## src/rtl/lkm_pkg.sv

```systemverilog
package lkm_pkg;

  typedef enum logic [2:0] {
    LK_DOWN  = 3'd0,
    LK_READY = 3'd1,
    LK_UP    = 3'd2,
    LK_RECOV = 3'd3,
    LK_FAIL  = 3'd4
  } lk_state_e;

  localparam int NCRIT   = 3;
  localparam int CR_SYNC = 0;
  localparam int CR_SNR  = 1;
  localparam int CR_NRG  = 2;

  // True when a counter that has already seen cnt events reaches the limit
  // with the current event; a zero limit is treated as one.
  function automatic logic limit_reached(input logic [31:0] cnt,
                                         input logic [31:0] lim);
    logic [32:0] eff;
    eff = (lim == 32'd0) ? 33'd1 : {1'b0, lim};
    return ({1'b0, cnt} + 33'd1) >= eff;
  endfunction

  function automatic logic shows_link(input lk_state_e s);
    return (s == LK_UP) || (s == LK_RECOV);
  endfunction

endpackage

```

## src/rtl/lkm_criteria.sv

```systemverilog
module lkm_criteria
  import lkm_pkg::*;
(
  input  logic             desc_lock,
  input  logic             snr_ok,
  input  logic             energy_ok,
  input  logic             fast_off,
  input  logic [NCRIT-1:0] fast_sel,
  output logic [NCRIT-1:0] lost,
  output logic             all_good,
  output logic             fast_hit
);

  logic [NCRIT-1:0] good;
  logic [NCRIT-1:0] fast_vec;

  always_comb begin
    good          = '0;
    good[CR_SYNC] = desc_lock;
    good[CR_SNR]  = snr_ok;
    good[CR_NRG]  = energy_ok;
  end

  for (genvar i = 0; i < NCRIT; i++) begin : g_crit
    assign lost[i]     = ~good[i];
    assign fast_vec[i] = lost[i] & fast_sel[i];
  end

  assign all_good = ~|lost;
  assign fast_hit = ~fast_off & (|fast_vec);

endmodule

```

## src/rtl/lkm_timer.sv

```systemverilog
module lkm_timer
  import lkm_pkg::*;
#(
  parameter int CW = 8
) (
  input  logic          clk,
  input  logic          rst_n,
  input  logic          clr,
  input  logic          en,
  input  logic [CW-1:0] limit,
  output logic          hit
);

  logic [CW-1:0] cnt;

  always_ff @(posedge clk) begin
    if (!rst_n || clr) begin
      cnt <= '0;
    end else if (en && (cnt != {CW{1'b1}})) begin
      cnt <= cnt + 1'b1;
    end
  end

  assign hit = en && limit_reached(32'(cnt), 32'(limit));

endmodule

```

## src/rtl/link_watch.sv

```systemverilog
module link_watch
  import lkm_pkg::*;
#(
  parameter int CW        = 8,
  parameter int FAIL_HOLD = 4
) (
  input  logic          clk,
  input  logic          rst_n,
  input  logic          desc_lock,
  input  logic          snr_ok,
  input  logic          energy_ok,
  input  logic          recov_off,
  input  logic          fast_off,
  input  logic [2:0]    fast_sel,
  input  logic [CW-1:0] stable_cycles,
  input  logic [CW-1:0] recov_cycles,
  output logic          link_up,
  output logic [2:0]    state_code
);

  localparam int HW = $clog2(FAIL_HOLD + 1);
  localparam logic [HW-1:0] HOLD_LIM = HW'(FAIL_HOLD);

  lk_state_e state, nxt;

  logic [NCRIT-1:0] lost;
  logic all_good, fast_hit, any_lost;
  logic stab_done, recov_done, fail_done;
  logic in_ready, in_recov, in_fail;
  logic link_q;

  assign in_ready = (state == LK_READY);
  assign in_recov = (state == LK_RECOV);
  assign in_fail  = (state == LK_FAIL);

  lkm_criteria u_crit (
    .desc_lock (desc_lock),
    .snr_ok    (snr_ok),
    .energy_ok (energy_ok),
    .fast_off  (fast_off),
    .fast_sel  (fast_sel),
    .lost      (lost),
    .all_good  (all_good),
    .fast_hit  (fast_hit)
  );

  assign any_lost = |lost;

  // Stabilization: counts consecutive good clocks in ready.
  lkm_timer #(.CW(CW)) u_stab (
    .clk   (clk),
    .rst_n (rst_n),
    .clr   (!in_ready || !all_good),
    .en    (in_ready && all_good),
    .limit (stable_cycles),
    .hit   (stab_done)
  );

  // Recovery window: counts clocks spent in recovery without all criteria.
  lkm_timer #(.CW(CW)) u_recov (
    .clk   (clk),
    .rst_n (rst_n),
    .clr   (!in_recov),
    .en    (in_recov && !all_good),
    .limit (recov_cycles),
    .hit   (recov_done)
  );

  // Fail hold: fixed dwell before establishment restarts.
  lkm_timer #(.CW(HW)) u_fail (
    .clk   (clk),
    .rst_n (rst_n),
    .clr   (!in_fail),
    .en    (in_fail),
    .limit (HOLD_LIM),
    .hit   (fail_done)
  );

  always_comb begin
    nxt = state;
    unique case (state)
      LK_DOWN:  if (energy_ok) nxt = LK_READY;
      LK_READY: begin
        if (!energy_ok)     nxt = LK_DOWN;
        else if (stab_done) nxt = LK_UP;
      end
      LK_UP: begin
        if (fast_hit)        nxt = LK_DOWN;
        else if (any_lost)   nxt = recov_off ? LK_FAIL : LK_RECOV;
      end
      LK_RECOV: begin
        if (all_good)        nxt = LK_UP;
        else if (recov_done) nxt = LK_FAIL;
      end
      LK_FAIL:  if (fail_done) nxt = LK_DOWN;
      default:  nxt = LK_DOWN;
    endcase
  end

  always_ff @(posedge clk) begin
    if (!rst_n) begin
      state  <= LK_DOWN;
      link_q <= 1'b0;
    end else begin
      state  <= nxt;
      link_q <= shows_link(nxt);
    end
  end

  assign link_up    = link_q;
  assign state_code = state;

endmodule

```

## config.mk

```make
export PLATFORM = sky130hd
export DESIGN_NAME = link_watch
export DESIGN_NICKNAME = d
export VERILOG_FILES = /design/src/rtl/lkm_pkg.sv /design/src/rtl/lkm_criteria.sv /design/src/rtl/lkm_timer.sv /design/src/rtl/link_watch.sv
export SDC_FILE = /design/constraint.sdc
export NUM_CORES = 1
export LEC_CHECK = 0
export ABC_CLOCK_PERIOD_IN_PS = 4100
export BUFFER_PORTS_ARGS = -buffer_cell sky130_fd_sc_hd__buf_2
export CAP_MARGIN = 20
export CORE_MARGIN = 2
export CORE_UTILIZATION = 30
export DETAILED_ROUTE_END_ITERATION = 16
export MAX_ROUTING_LAYER = met4
export SLEW_MARGIN = 10
export SYNTH_ARGS = -nofsm -noshare
export SYNTH_HDL_FRONTEND = slang
export SYNTH_HIERARCHICAL = 1
export SYNTH_SLANG_ARGS = --single-unit
```

## constraint.sdc

```tcl
create_clock -name clk -period 4.1 [get_ports clk]
set_clock_uncertainty 0.1 [all_clocks]
set_input_delay 0.205 -clock clk [delete_from_list [all_inputs] [get_ports clk]]
set_output_delay 0.205 -clock clk [all_outputs]
set_load 0.02 [all_outputs]
```

=== After elaboration in Yosys (flattened, before gate mapping) ===
Index checks and enable logic that the tools add are counted.

* Memories kept: 0
* ROM bits: 0
* Input bits: 26
* Latch bits: 0
* Word-level logic and storage cells: 66
* Bits in writable memories: 0
* Register bits after elaboration: 23
* Output and inout port bits: 4

* Magnitude comparators: 3
* Bitwise operators: 8
* Shift operators: 0
* Add/subtract/negate cells: 6
* Equal/unequal tests: 9
* Muxes and demuxes: 12
* Divide/modulo/power cells: 0
* Reduce and logical (&&, ||, !) cells: 23
* Multipliers: 0

{| class="wikitable"
|+ Operators by type and width
! cell !! count
|-
| greater-or-equal comparator 33 bit || 2
|-
| greater-or-equal comparator 33 x 3 -> 1 bit (second input constant) || 1
|-
| two-way mux 3 bit || 9
|-
| adder 8 x 1 -> 9 bit (second input constant) || 2
|-
| adder 8 x 1 -> 8 bit (second input constant) || 2
|-
| zero test 8 bit || 2
|-
| two-way mux 8 bit || 2
|-
| != test 8 bit (second input constant) || 2
|-
| one-hot mux 3 bit (5 select lines) || 1
|-
| == test 3 x 2 -> 1 bit (second input constant) || 4
|-
| logical AND 1 bit || 8
|-
| OR reduction 3 bit || 2
|-
| zero test 1 bit || 5
|-
| logical OR 1 bit || 5
|-
| adder 3 x 1 -> 4 bit (second input constant) || 1
|-
| bitwise AND 1 bit || 4
|-
| inverter 1 bit || 4
|-
| adder 3 x 1 -> 3 bit (second input constant) || 1
|-
| == test 3 x 1 -> 1 bit (second input constant) || 1
|-
| == test 3 bit (second input constant) || 1
|-
| zero test 3 bit || 1
|-
| != test 3 bit (second input constant) || 1
|}

=== Logic depth before layout (Yosys ltp) ===
Gate-level depths: netlist (run 1).

* Word-level depth: 10
* Gate-level depth with buffers: 12
* Mapped depth without buffers: 12

=== By module ===
Netlist (run 1), hierarchy kept.

{| class="wikitable"
|+ By module, submodules not included
! module !! area an instance (µm²) !! sequential area each (µm²) !! cells each !! times used
|-
| lkm_timer (u_stab) || 718.2 || 160.2 || 90 || 1
|-
| lkm_timer (u_recov) || 688.2 || 160.2 || 86 || 1
|-
| link_watch || 304.0 || 80.1 || 35 || 1
|-
| lkm_timer (u_fail) || 226.5 || 60.1 || 24 || 1
|-
| lkm_criteria || 41.3 || 0.0 || 8 || 1
|}

=== Worst setup path after synthesis (run 1) ===
No wires, ideal clock.

* Path kind: reg-to-reg
* Start: register u_recov.cnt[0]
* End: register link_q (netlist: link_up)
* Data required time: 3862 ps
* Path slack: 1605 ps
* Library setup time: 138 ps
* Stages on the path, launching flop included: 13
* Arrival: 2257 ps
* Clock period less this slack: 2495 ps
* Buffers on the path: 0
* Cells stage by stage: dfxtp_1 ha_1 nand2_1 nor2_1 xor2_1 ha_1 nand2_1 o21ai_0 a21oi_1 o21ai_0 nand3b_1 a32oi_1 nor4b_1

* Longest elaborated chain between the ends: 8
* Elaborated cells between the ends (all ways): 9
* Classes of those cells: add/sub: 1; order compare: 1; eq/ne: 2; mux: 3; reduce/logical: 2

{| class="wikitable"
|+ RTL lines
! what !! RTL line !! RTL
|-
| start, declared || lkm_timer.sv:14 || <nowiki>logic [CW-1:0] cnt;</nowiki>
|-
| start signal, assigned || lkm_timer.sv:20 || <nowiki>cnt <= cnt + 1'b1;</nowiki>
|-
| adder 8 x 1 -> 9 bit * || lkm_pkg.sv:22 || <nowiki>return ({1'b0, cnt} + 33'd1) >= eff;</nowiki>
|-
| greater-or-equal comparator 33 bit * || lkm_pkg.sv:22 ||
|-
| logical AND 1 bit * || lkm_timer.sv:24 || <nowiki>assign hit = en && limit_reached(32'(cnt), 32'(limit));</nowiki>
|-
| via recov_done || link_watch.sv:28 || <nowiki>logic stab_done, recov_done, fail_done;</nowiki>
|-
| two-way mux 3 bit * || link_watch.sv:93 || <nowiki>else if (recov_done) nxt = LK_FAIL;</nowiki>
|-
| two-way mux 3 bit * || link_watch.sv:92 || <nowiki>if (all_good) nxt = LK_UP;</nowiki>
|-
| one-hot mux 3 bit (5 select lines) * || link_watch.sv:81 || <nowiki>unique case (state)</nowiki>
|-
| == test 3 x 2 -> 1 bit || lkm_pkg.sv:26 || <nowiki>return (s == LK_UP) || (s == LK_RECOV);</nowiki>
|-
| logical OR 1 bit * || lkm_pkg.sv:26 ||
|-
| end signal, assigned || link_watch.sv:106 || <nowiki>link_q <= shows_link(nxt);</nowiki>
|-
| end, declared || link_watch.sv:30 || <nowiki>logic link_q;</nowiki>
|}

The timed path passes the listed nets; every way through them passes the cells marked *.
A chain may end at the register's enable or synchronous reset.

=== Worst setup path after layout (run 1) ===
Ends and elaborated chain as after synthesis.

==> metrics.cfg, run 1 <==
[worst_hold_path]
min_path_type=in2reg

[sta]
fin_ws_ns=1.24
finalHoldViolCount=0
finalSetupViolations=0
rsz0062_at_grt=false
finalMaxSlewViolations=0
setup_tns_ns=0
max_freq_mhz=350
fin_crit_ns=2.86
post-route-period-util=0.697

[route]
route.detailed.drc=0
avgRoutedWirePerCell_um=11.4
ant_nets=0
vias=1715
drt_iter0_markers=80
viasPerCell=4.93
wirelength_mm=3.96
first_pass_iters=4

[clock_network]
post-cts-setup-buffers=0
root_buffer=clkbuf_8
clock_latency_ns=0.26
cts_resized=0
clockBufferDepth=2
cts_tree=built
cts-buffers-inserted=3
cts_hold_buf=0
clk_pin_slew_ns=0.08
h-tree-depth=1
cts.sinks=23

[synthesis]
synth_cells=243
ys_warn_count=6
avgSynthCellArea_um2=8.14
synthesis.area_mm2=0.00198
ys_types=55
ys_seq_area_frac=0.233
synth_commonest_cells=inv_1, dfxtp_1, ha_1
synth_flop_cell=dfxtp_1
synth.area.top_cells=dfxtp_1, ha_1, inv_1, a21oi_1, xor2_1
synth_edf_count=0
synth_most_common_cell=inv_1
synthArstFlopShare=0
ys_ff_latch=23
synth_top_cell_by_area=dfxtp_1
synth_top_cell_area_share=0.233

[floorplanning]
io_pins=30
num_rows=29
die_h_um=85.2
die_area_mm2=0.00726
die_w_um=85.2
core_mm2=0.00635
start_util=0.312

[setup_path]
required_ns=4.14
critPathLaunchType=flip-flop
rrSetupSlack_ns=1.24
crit_slowest_cell=dfxtp_1
cpPeakStageDelay_ns=0.44
arrival_ns=2.90
path_max_fanout=6
critical_path.cell_chain=ha_1 -> nand2_1 -> nor2_1 -> xor2_1 -> ha_1 -> nand2_1 -> o21ai_0 -> a21oi_1 -> o21ai_0 -> nand3b_1 -> a32oi_1 -> nor4b_1
path_class=reg2reg
endpoint_kind=flip-flop

[global_route]
first_global_vias=1623
overflow=0
grtUsageTotal=0.121
antenna_found_initial=0
grt_max_degree=15
grt_pass1_wl_mm=7.16

[layout]
fillers=666
diodes=0
nNetsFinal=321
regArea_um2=460
area_delta_synth_final_pct=12.6
drive_gt1_frac=0.181
multi_input_area_mm2=0.00139

[power]
p_leak_nw=0.988
peakVddDrop_mv=0.128
finalPower_mw=0.405
p_per_area_mw_per_mm2=182

[status]
status=completed

[place]
dpl.hpwl_mm=3.21
portBuffers=29
place_ws_ns=1.29
gp_congestion=0.845

[flow_run]
drv_cap=0

-- state kept, by name, summed over array words and instances, names as in the netlist --
| signal | count |
|---|---|
| u_fail/cnt | 3 |
| u_stab/cnt | 8 |
| link_up | 1 |
| state_code | 3 |
| u_recov/cnt | 8 |
-- cell usage in the layout (no fill, tap or decap), drive strengths merged, types with 2 or more instances in the layout --
| master | Yosys | routed |
|---|---|---|
| ha | 23 | 23 |
| buf | 7 | 29 |
| nand2b | 6 | 6 |
| xor2 | 9 | 9 |
| conb | 2 | 5 |
| dfxtp | 23 | 23 |
| clkbuf | 1 | 4 |
| a41o | 2 | 2 |
| inv | 24 | 24 |
| nor2 | 19 | 19 |
| nand2 | 19 | 19 |
| mux2i | 4 | 4 |
| o31a | 2 | 2 |
| a211oi | 3 | 3 |
| o21bai | 2 | 2 |
| xnor2 | 6 | 6 |
| a32oi | 2 | 2 |
| nor4 | 3 | 3 |
| nor2b | 6 | 6 |
| nor3b | 2 | 2 |
| nand3 | 13 | 13 |
| nand3b | 3 | 3 |
| a31oi | 5 | 5 |
| o31ai | 2 | 2 |
| nor3 | 6 | 6 |
| and4 | 2 | 2 |
| nor4b | 3 | 3 |
| and3 | 4 | 4 |
| a21oi | 17 | 17 |
| o21ai | 11 | 11 |
-- per-stage QoR --
step | util | instance area [µm²] | cells | hold WS (ns)
floorplan | - | 1990 | 246 | 0.255
global placement | 0.344 | 2180 | 344 | 0.392
detailed placement | 0.344 | 2180 | 344 | 0.404
finish | 0.351 | 2230 | 348 | 0.132
global route | 0.351 | 2230 | 348 | 0.136
CTS | 0.351 | 2230 | 348 | 0.122
-- area by class of cell --
class | count | area share
clock buffers | 4 | 0.0202
inverters | 24 | 0.0404
multi-input cells | 191 | 0.624
flip-flops and latches | 23 | 0.207
well taps | 77 | 0.0433
repair buffers | 29 | 0.0652
-- path summary, 6_finish.rpt --
path | startpoint | end | cells after the start
worst max register to register | u_recov/cnt[0] | link_up | 12
worst min register to register | u_stab/cnt[1] | u_stab/cnt[1] | 2
worst max-delay path | u_recov/cnt[0] | link_up | 12
worst min-delay path | recov_off | state_code[2] | 3
-- worst max-delay path: cells and delay by family (launching register included) --
kind | cells | cell delay [ns]
AOI/OAI and AO/OA | 4 | 0.83
and+or+nand+nor | 5 | 0.66
adders and majority gates | 2 | 0.61
DFF | 1 | 0.44
xor gates and xnor gates | 1 | 0.10
-- report_power, final --
group          total, mW  leakage (nW)  switching (mW)  internal [mW]
logic             0.0411         0.780          0.0217         0.0194
clock network      0.138        0.0228          0.0690         0.0692
registers          0.225         0.185         0.00168          0.224
-- logic make-up (layout without fill, tap and decap cells) --
kind of cell,after synthesis,after routing,share of synthesized area
compound gates,52,52,0.181
xor+xnor,15,15,0.0664
fa+ha+maj,23,23,0.145
buf+inv,32,57,0.0702
flops,23,23,0.233
mux,4,4,0.0202
other cells,2,5,0.00380
simple gates,92,92,0.280
-- layer usage --
metal,share of wire,vias up,wire length [µm],GRT usage
met5,0,-,0,-
met4,0.0093,0,37,0.0317
met3,0.032,2,125,0.0165
met2,0.47,31,1870,0.197
met1,0.49,769,1930,0.156
li1,-,913,-,-
Note: power is estimated with default switching activity, not from simulation.
==> run 2, diff against run 1 <==
- ABC_CLOCK_PERIOD_IN_PS: 4100 -> 2770
- clock period: 4.1 -> 2.77 ns (I/O delays scaled with it)
==> metrics.cfg, run 2 (synthesized netlist as in run 1, its figures left out) <==
[status]
status=completed

[worst_hold_path]
min_path_type=in2reg

[floorplanning]
die_h_um=85.2  ; unchanged
start_util=0.312  ; unchanged
io_pins=30  ; unchanged
core_mm2=0.00635  ; unchanged
num_rows=29  ; unchanged
die_w_um=85.2  ; unchanged
die_area_mm2=0.00726  ; unchanged

[setup_path]
crit_buf_inv=0  ; unchanged
cpPeakStageDelay_ns=0.40  ; -0.04 ns
arrival_ns=2.57  ; -0.33 ns
path_max_fanout=5  ; -1
endpoint_kind=flip-flop
critical_path.cell_chain=ha_1 -> nand2_1 -> nor2_2 -> xor2_1 -> ha_1 -> a21oi_1 -> o21ai_0 -> a21oi_1 -> o21ai_2 -> nand3b_1 -> a32oi_1 -> nor4b_1
required_ns=2.84  ; -1.30 ns
crit_slowest_cell=dfxtp_1
path_class=reg2reg
critPathTopFamily=simple AND/OR/NAND/NOR gates
critPathLaunchType=flip-flop

[sta]
post-route-period-util=0.903  ; +0.206
max_freq_mhz=400  ; +14%
setup_tns_ns=0  ; unchanged
finalMaxSlewViolations=0  ; unchanged
rsz0062_at_grt=false
fin_crit_ns=2.50  ; -0.356 ns
finalSetupViolations=0  ; unchanged
finalHoldViolCount=0  ; unchanged

[route]
first_pass_iters=4  ; unchanged
wirelength_mm=4.02  ; +1.5%
route.detailed.drc=0  ; unchanged
drt_iter0_markers=68  ; -15%
ant_nets=0  ; unchanged
avgRoutedWirePerCell_um=11.4  ; +0.10%
vias=1716  ; +0.058%
viasPerCell=4.86  ; -1.4%

[clock_network]
h-tree-depth=1  ; unchanged
post-cts-setup-buffers=0  ; unchanged
root_buffer=clkbuf_8
cts_resized=0  ; unchanged
cts_hold_buf=0  ; unchanged
cts.sinks=23  ; unchanged
clock_latency_ns=0.27  ; about the same
cts_tree=built
cts-buffers-inserted=3  ; unchanged
clk_pin_slew_ns=0.09  ; about the same
clockBufferDepth=2  ; unchanged

[power]
finalPower_mw=0.605  ; +50%
p_per_area_mw_per_mm2=265  ; +46%
p_leak_nw=1.02  ; +3.0%
peakVddDrop_mv=0.189  ; +48%

[place]
gp_congestion=0.851  ; +0.69%
portBuffers=29  ; unchanged
placed_cell_area_mm2=0.00222  ; +1.7%
dpl.hpwl_mm=3.24  ; +0.91%

[global_route]
antenna_found_initial=0  ; unchanged
first_global_vias=1715  ; +5.7%
overflow=0  ; unchanged
grtUsageTotal=0.126  ; +0.00535
grt_pass1_wl_mm=7.39  ; +3.2%
grt_max_degree=15  ; unchanged

[layout]
final_area_mm2=0.00228  ; +2.5%
area_delta_synth_final_pct=15.4
largestRegisters=u_recov/cnt (8), u_stab/cnt (8)
layout_common_cells=buf_2, inv_1, dfxtp_1, ha_1, nand2_1
final_util=0.359  ; +0.00867
diodes=0  ; unchanged
fillers=690  ; +3.6%
drive_gt1_frac=0.217  ; +0.0366
nNetsFinal=326  ; +1.6%
layout_commonest_cell=buf_2

[flow_run]
drv_cap=0  ; unchanged

run 2: power by group:
| group | internal, mW | total, mW | switching [mW] |
|---|---|---|---|
| registers | 0.331 | 0.333 | 0.00237 |
| logic | 0.0287 | 0.0605 | 0.0318 |
| clock network | 0.100 | 0.211 | 0.111 |
run 2: final cells by class:
type                       count  area, µm²  share of cell area
timing repair buffer          34        183              0.0800
inverter                      24       90.1              0.0395
sequential                    23        462               0.202
clock inverter                 1       5.00             0.00219
multi-input combinational    191       1410               0.616
tap                           77       96.3              0.0422
clock buffer                   3       41.3              0.0181
run 2: worst reg2reg max path, delay by kind of cell (launching register included):
| kind | cells | cell delay [ns] |
|---|---|---|
| and+or+nand+nor | 4 | 0.70 |
| xor gates and xnor gates | 1 | 0.17 |
| adders and majority gates | 2 | 0.46 |
| DFF | 1 | 0.40 |
| AOI/OAI and AO/OA | 5 | 0.58 |
run 2: worst paths after layout:
| kind | start | end | slack [ns] | cells after the start |
|---|---|---|---|---|
| worst max-delay path | u_recov/cnt[1] | state_code[1] | 0.27 | 12 |
| worst min register to register | u_stab/cnt[1] | u_stab/cnt[1] | 0.42 | 2 |
| worst min-delay path | recov_off | state_code[2] | 0.05 | 3 |
| worst max register to register | u_recov/cnt[1] | state_code[1] | 0.27 | 12 |
run 2: metal layers:
metal / vias to the layer above / wire length, µm / GRT usage
met5: - / 0 / -
met3: 8 / 122 / 0.0195
met4: 0 / 93 / 0.0606
met2: 28 / 1790 / 0.194
met1: 757 / 2010 / 0.161
li1: 923 / - / -
run 2: per-stage QoR:
stage	instances	hold WS, ns	worst slack, ns
2_1_floorplan	246	0.188	0.275
3_3_place_gp	349	0.342	0.196
3_5_place_dp	349	0.334	0.0695
4_1_cts	353	0.0388	0.0559
5_1_grt	353	0.0530	0.00195
6_report	353	0.0479	0.268
==> run 3, diff against run 2 <==
- PLACE_DENSITY_LB_ADDON: default -> 0.2
- TNS_END_PERCENT: default -> 100
==> metrics.cfg, run 3 (synthesized netlist as in run 1, its figures left out) <==
[setup_path]
crit_buf_inv=0  ; unchanged
rrSetupSlack_ns=0.24  ; -0.03 ns
endpoint_kind=flip-flop
r2r-end=link_up
crit_top_cell=a21oi_1
path_class=reg2reg
crit_slowest_cell=dfxtp_1
arrival_ns=2.60  ; +0.03 ns
critPathLaunchType=flip-flop
timing.rr.start=u_recov/cnt[0]
path_max_fanout=6  ; +1
critical_path.cell_chain=ha_4 -> nand2_1 -> nor2_1 -> xor2_1 -> ha_1 -> a21oi_1 -> o21ai_0 -> a21oi_1 -> o21ai_1 -> nand3b_1 -> a32oi_1 -> nor4b_1
required_ns=2.84  ; about the same
critPathTopFamily=simple AND/OR/NAND/NOR gates
cpPeakStageDelay_ns=0.40  ; about the same
reg2regPathDepth=12  ; unchanged

[floorplanning]
core_mm2=0.00635  ; unchanged
io_pins=30  ; unchanged
die_w_um=85.2  ; unchanged
start_util=0.312  ; unchanged
die_area_mm2=0.00726  ; unchanged
die_h_um=85.2  ; unchanged
num_rows=29  ; unchanged

[sta]
finalSetupViolations=0  ; unchanged
fin_crit_ns=2.53  ; +0.0290 ns
worst_hold_slack_ns=0.0590  ; +0.0111 ns
finalMaxSlewViolations=0  ; unchanged
max_freq_mhz=395  ; -1.1%
finalHoldViolCount=0  ; unchanged
post-route-period-util=0.914  ; +0.0105

[global_route]
grtUsageTotal=0.119  ; -0.00649
antenna_found_initial=0  ; unchanged
first_global_vias=1617  ; -5.7%
grt_max_degree=15  ; unchanged
grt_pass1_wl_mm=7.03  ; -4.8%
overflow=0  ; unchanged

[clock_network]
clock_latency_ns=0.26  ; about the same
cts-buffers-inserted=3  ; unchanged
cts_tree=built
root_buffer=clkbuf_8
clk_pin_slew_ns=0.08  ; about the same
post-cts-setup-buffers=0  ; unchanged
cts.sinks=23  ; unchanged
cts_hold_buf=0  ; unchanged
clockBufferDepth=2  ; unchanged
h-tree-depth=1  ; unchanged

[route]
ant_nets=0  ; unchanged
first_pass_iters=5  ; +1
vias=1753  ; +2.2%
drt_iter0_markers=64  ; -5.9%
route.detailed.drc=0  ; unchanged
viasPerCell=4.94  ; +1.6%
avgRoutedWirePerCell_um=11.3  ; -0.42%
wirelength_mm=4.03  ; +0.15%

[power]
finalPower_mw=0.604  ; -0.21%
peakVddDrop_mv=0.185  ; -1.9%
p_per_area_mw_per_mm2=263  ; -0.70%
p_leak_nw=1.02  ; +0.50%

[place]
gp_congestion=0.789  ; -7.4%
dpl.hpwl_mm=3.25  ; +0.46%
portBuffers=29  ; unchanged

[layout]
regArea_um2=462  ; unchanged
area_delta_synth_final_pct=15.9
fillers=674  ; -2.3%
layout_commonest_cell=buf_2
largestRegisters=u_recov/cnt (8), u_stab/cnt (8)
nNetsFinal=328  ; +0.61%
drive_gt1_frac=0.209  ; -0.00876
multi_input_area_mm2=0.00140  ; -0.18%
diodes=0  ; unchanged
final_util=0.361  ; +0.00177
layout_common_cells=buf_2, inv_1, dfxtp_1, ha_1, nand2_1

[flow_run]
drv_cap=0  ; unchanged

[worst_hold_path]
holdPathEnd=state_code[2]
min_path_type=in2reg
holdPathStages=3  ; unchanged
holdCritStartpoint=recov_off

[status]
status=completed

==> run 3: changes by cell type in the layout (fill, tap and decap cells not counted), sizes merged <==
| cell | delta |
|---|---|
| buf | +2 |
| clkbuf | +1 |
| clkinv | -1 |
==> run 3: worst min-delay path: stages <==
cell and delay [ns]:
buf_2 0.11, nand3_1 0.08, a21oi_2 0.05
==> run 3: power breakdown <==
part	switching (mW)	internal (mW)	total, mW	leakage [nW]
logic	0.0311	0.0287	0.0599	0.815
clock network	0.108	0.103	0.210	0.0228
registers	0.00251	0.331	0.333	0.186
==> run 3: how the worst max path moves through the flow <==
stage / cells after the start / startpoint / end
2_1_floorplan: 12 / u_recov/cnt[0] / link_up
3_3_place_gp: 12 / u_recov/cnt[1] / link_up
3_5_place_dp: 12 / u_recov/cnt[1] / link_up
4_1_cts: 12 / u_recov/cnt[1] / link_up
5_1_grt: 12 / u_recov/cnt[1] / state_code[1]
6_report: 12 / u_recov/cnt[0] / link_up
==> run 3: layout make-up <==
class / count / area share
clock buffers: 4 / 0.0196
inverters: 24 / 0.0393
well taps: 77 / 0.0420
multi-input cells: 191 / 0.612
flip-flops and latches: 23 / 0.201
repair buffers: 36 / 0.0862
==> run 3: what timing repair did <==
action | in CTS | in global routing
gates cloned | 0 | 0
endpoints found under the setup margin | 2 | 3
resized for setup | 1 | 3
==> run 3: routing by layer <==
metal  global-route usage  vias up  wire length [µm]
li1                     -      928                 -
met1                0.150      807              1950
met2                0.204       16              1940
met3               0.0263        2               119
met4               0.0130        0                16
met5                    -        -                 0
==> run 3: per-stage QoR <==
stage / std cells / setup slack (ns) / instance area (µm²) / TNS, ns
6_report: 355 / 0.239 / 2290 / 0
5_1_grt: 355 / -0.0152 / 2290 / -0.0152
4_1_cts: 355 / 0.0773 / 2280 / 0
3_5_place_dp: 351 / -0.00449 / 2230 / -0.00449
3_3_place_gp: 351 / 0.0663 / 2230 / 0
2_1_floorplan: 246 / 0.275 / 1990 / 0
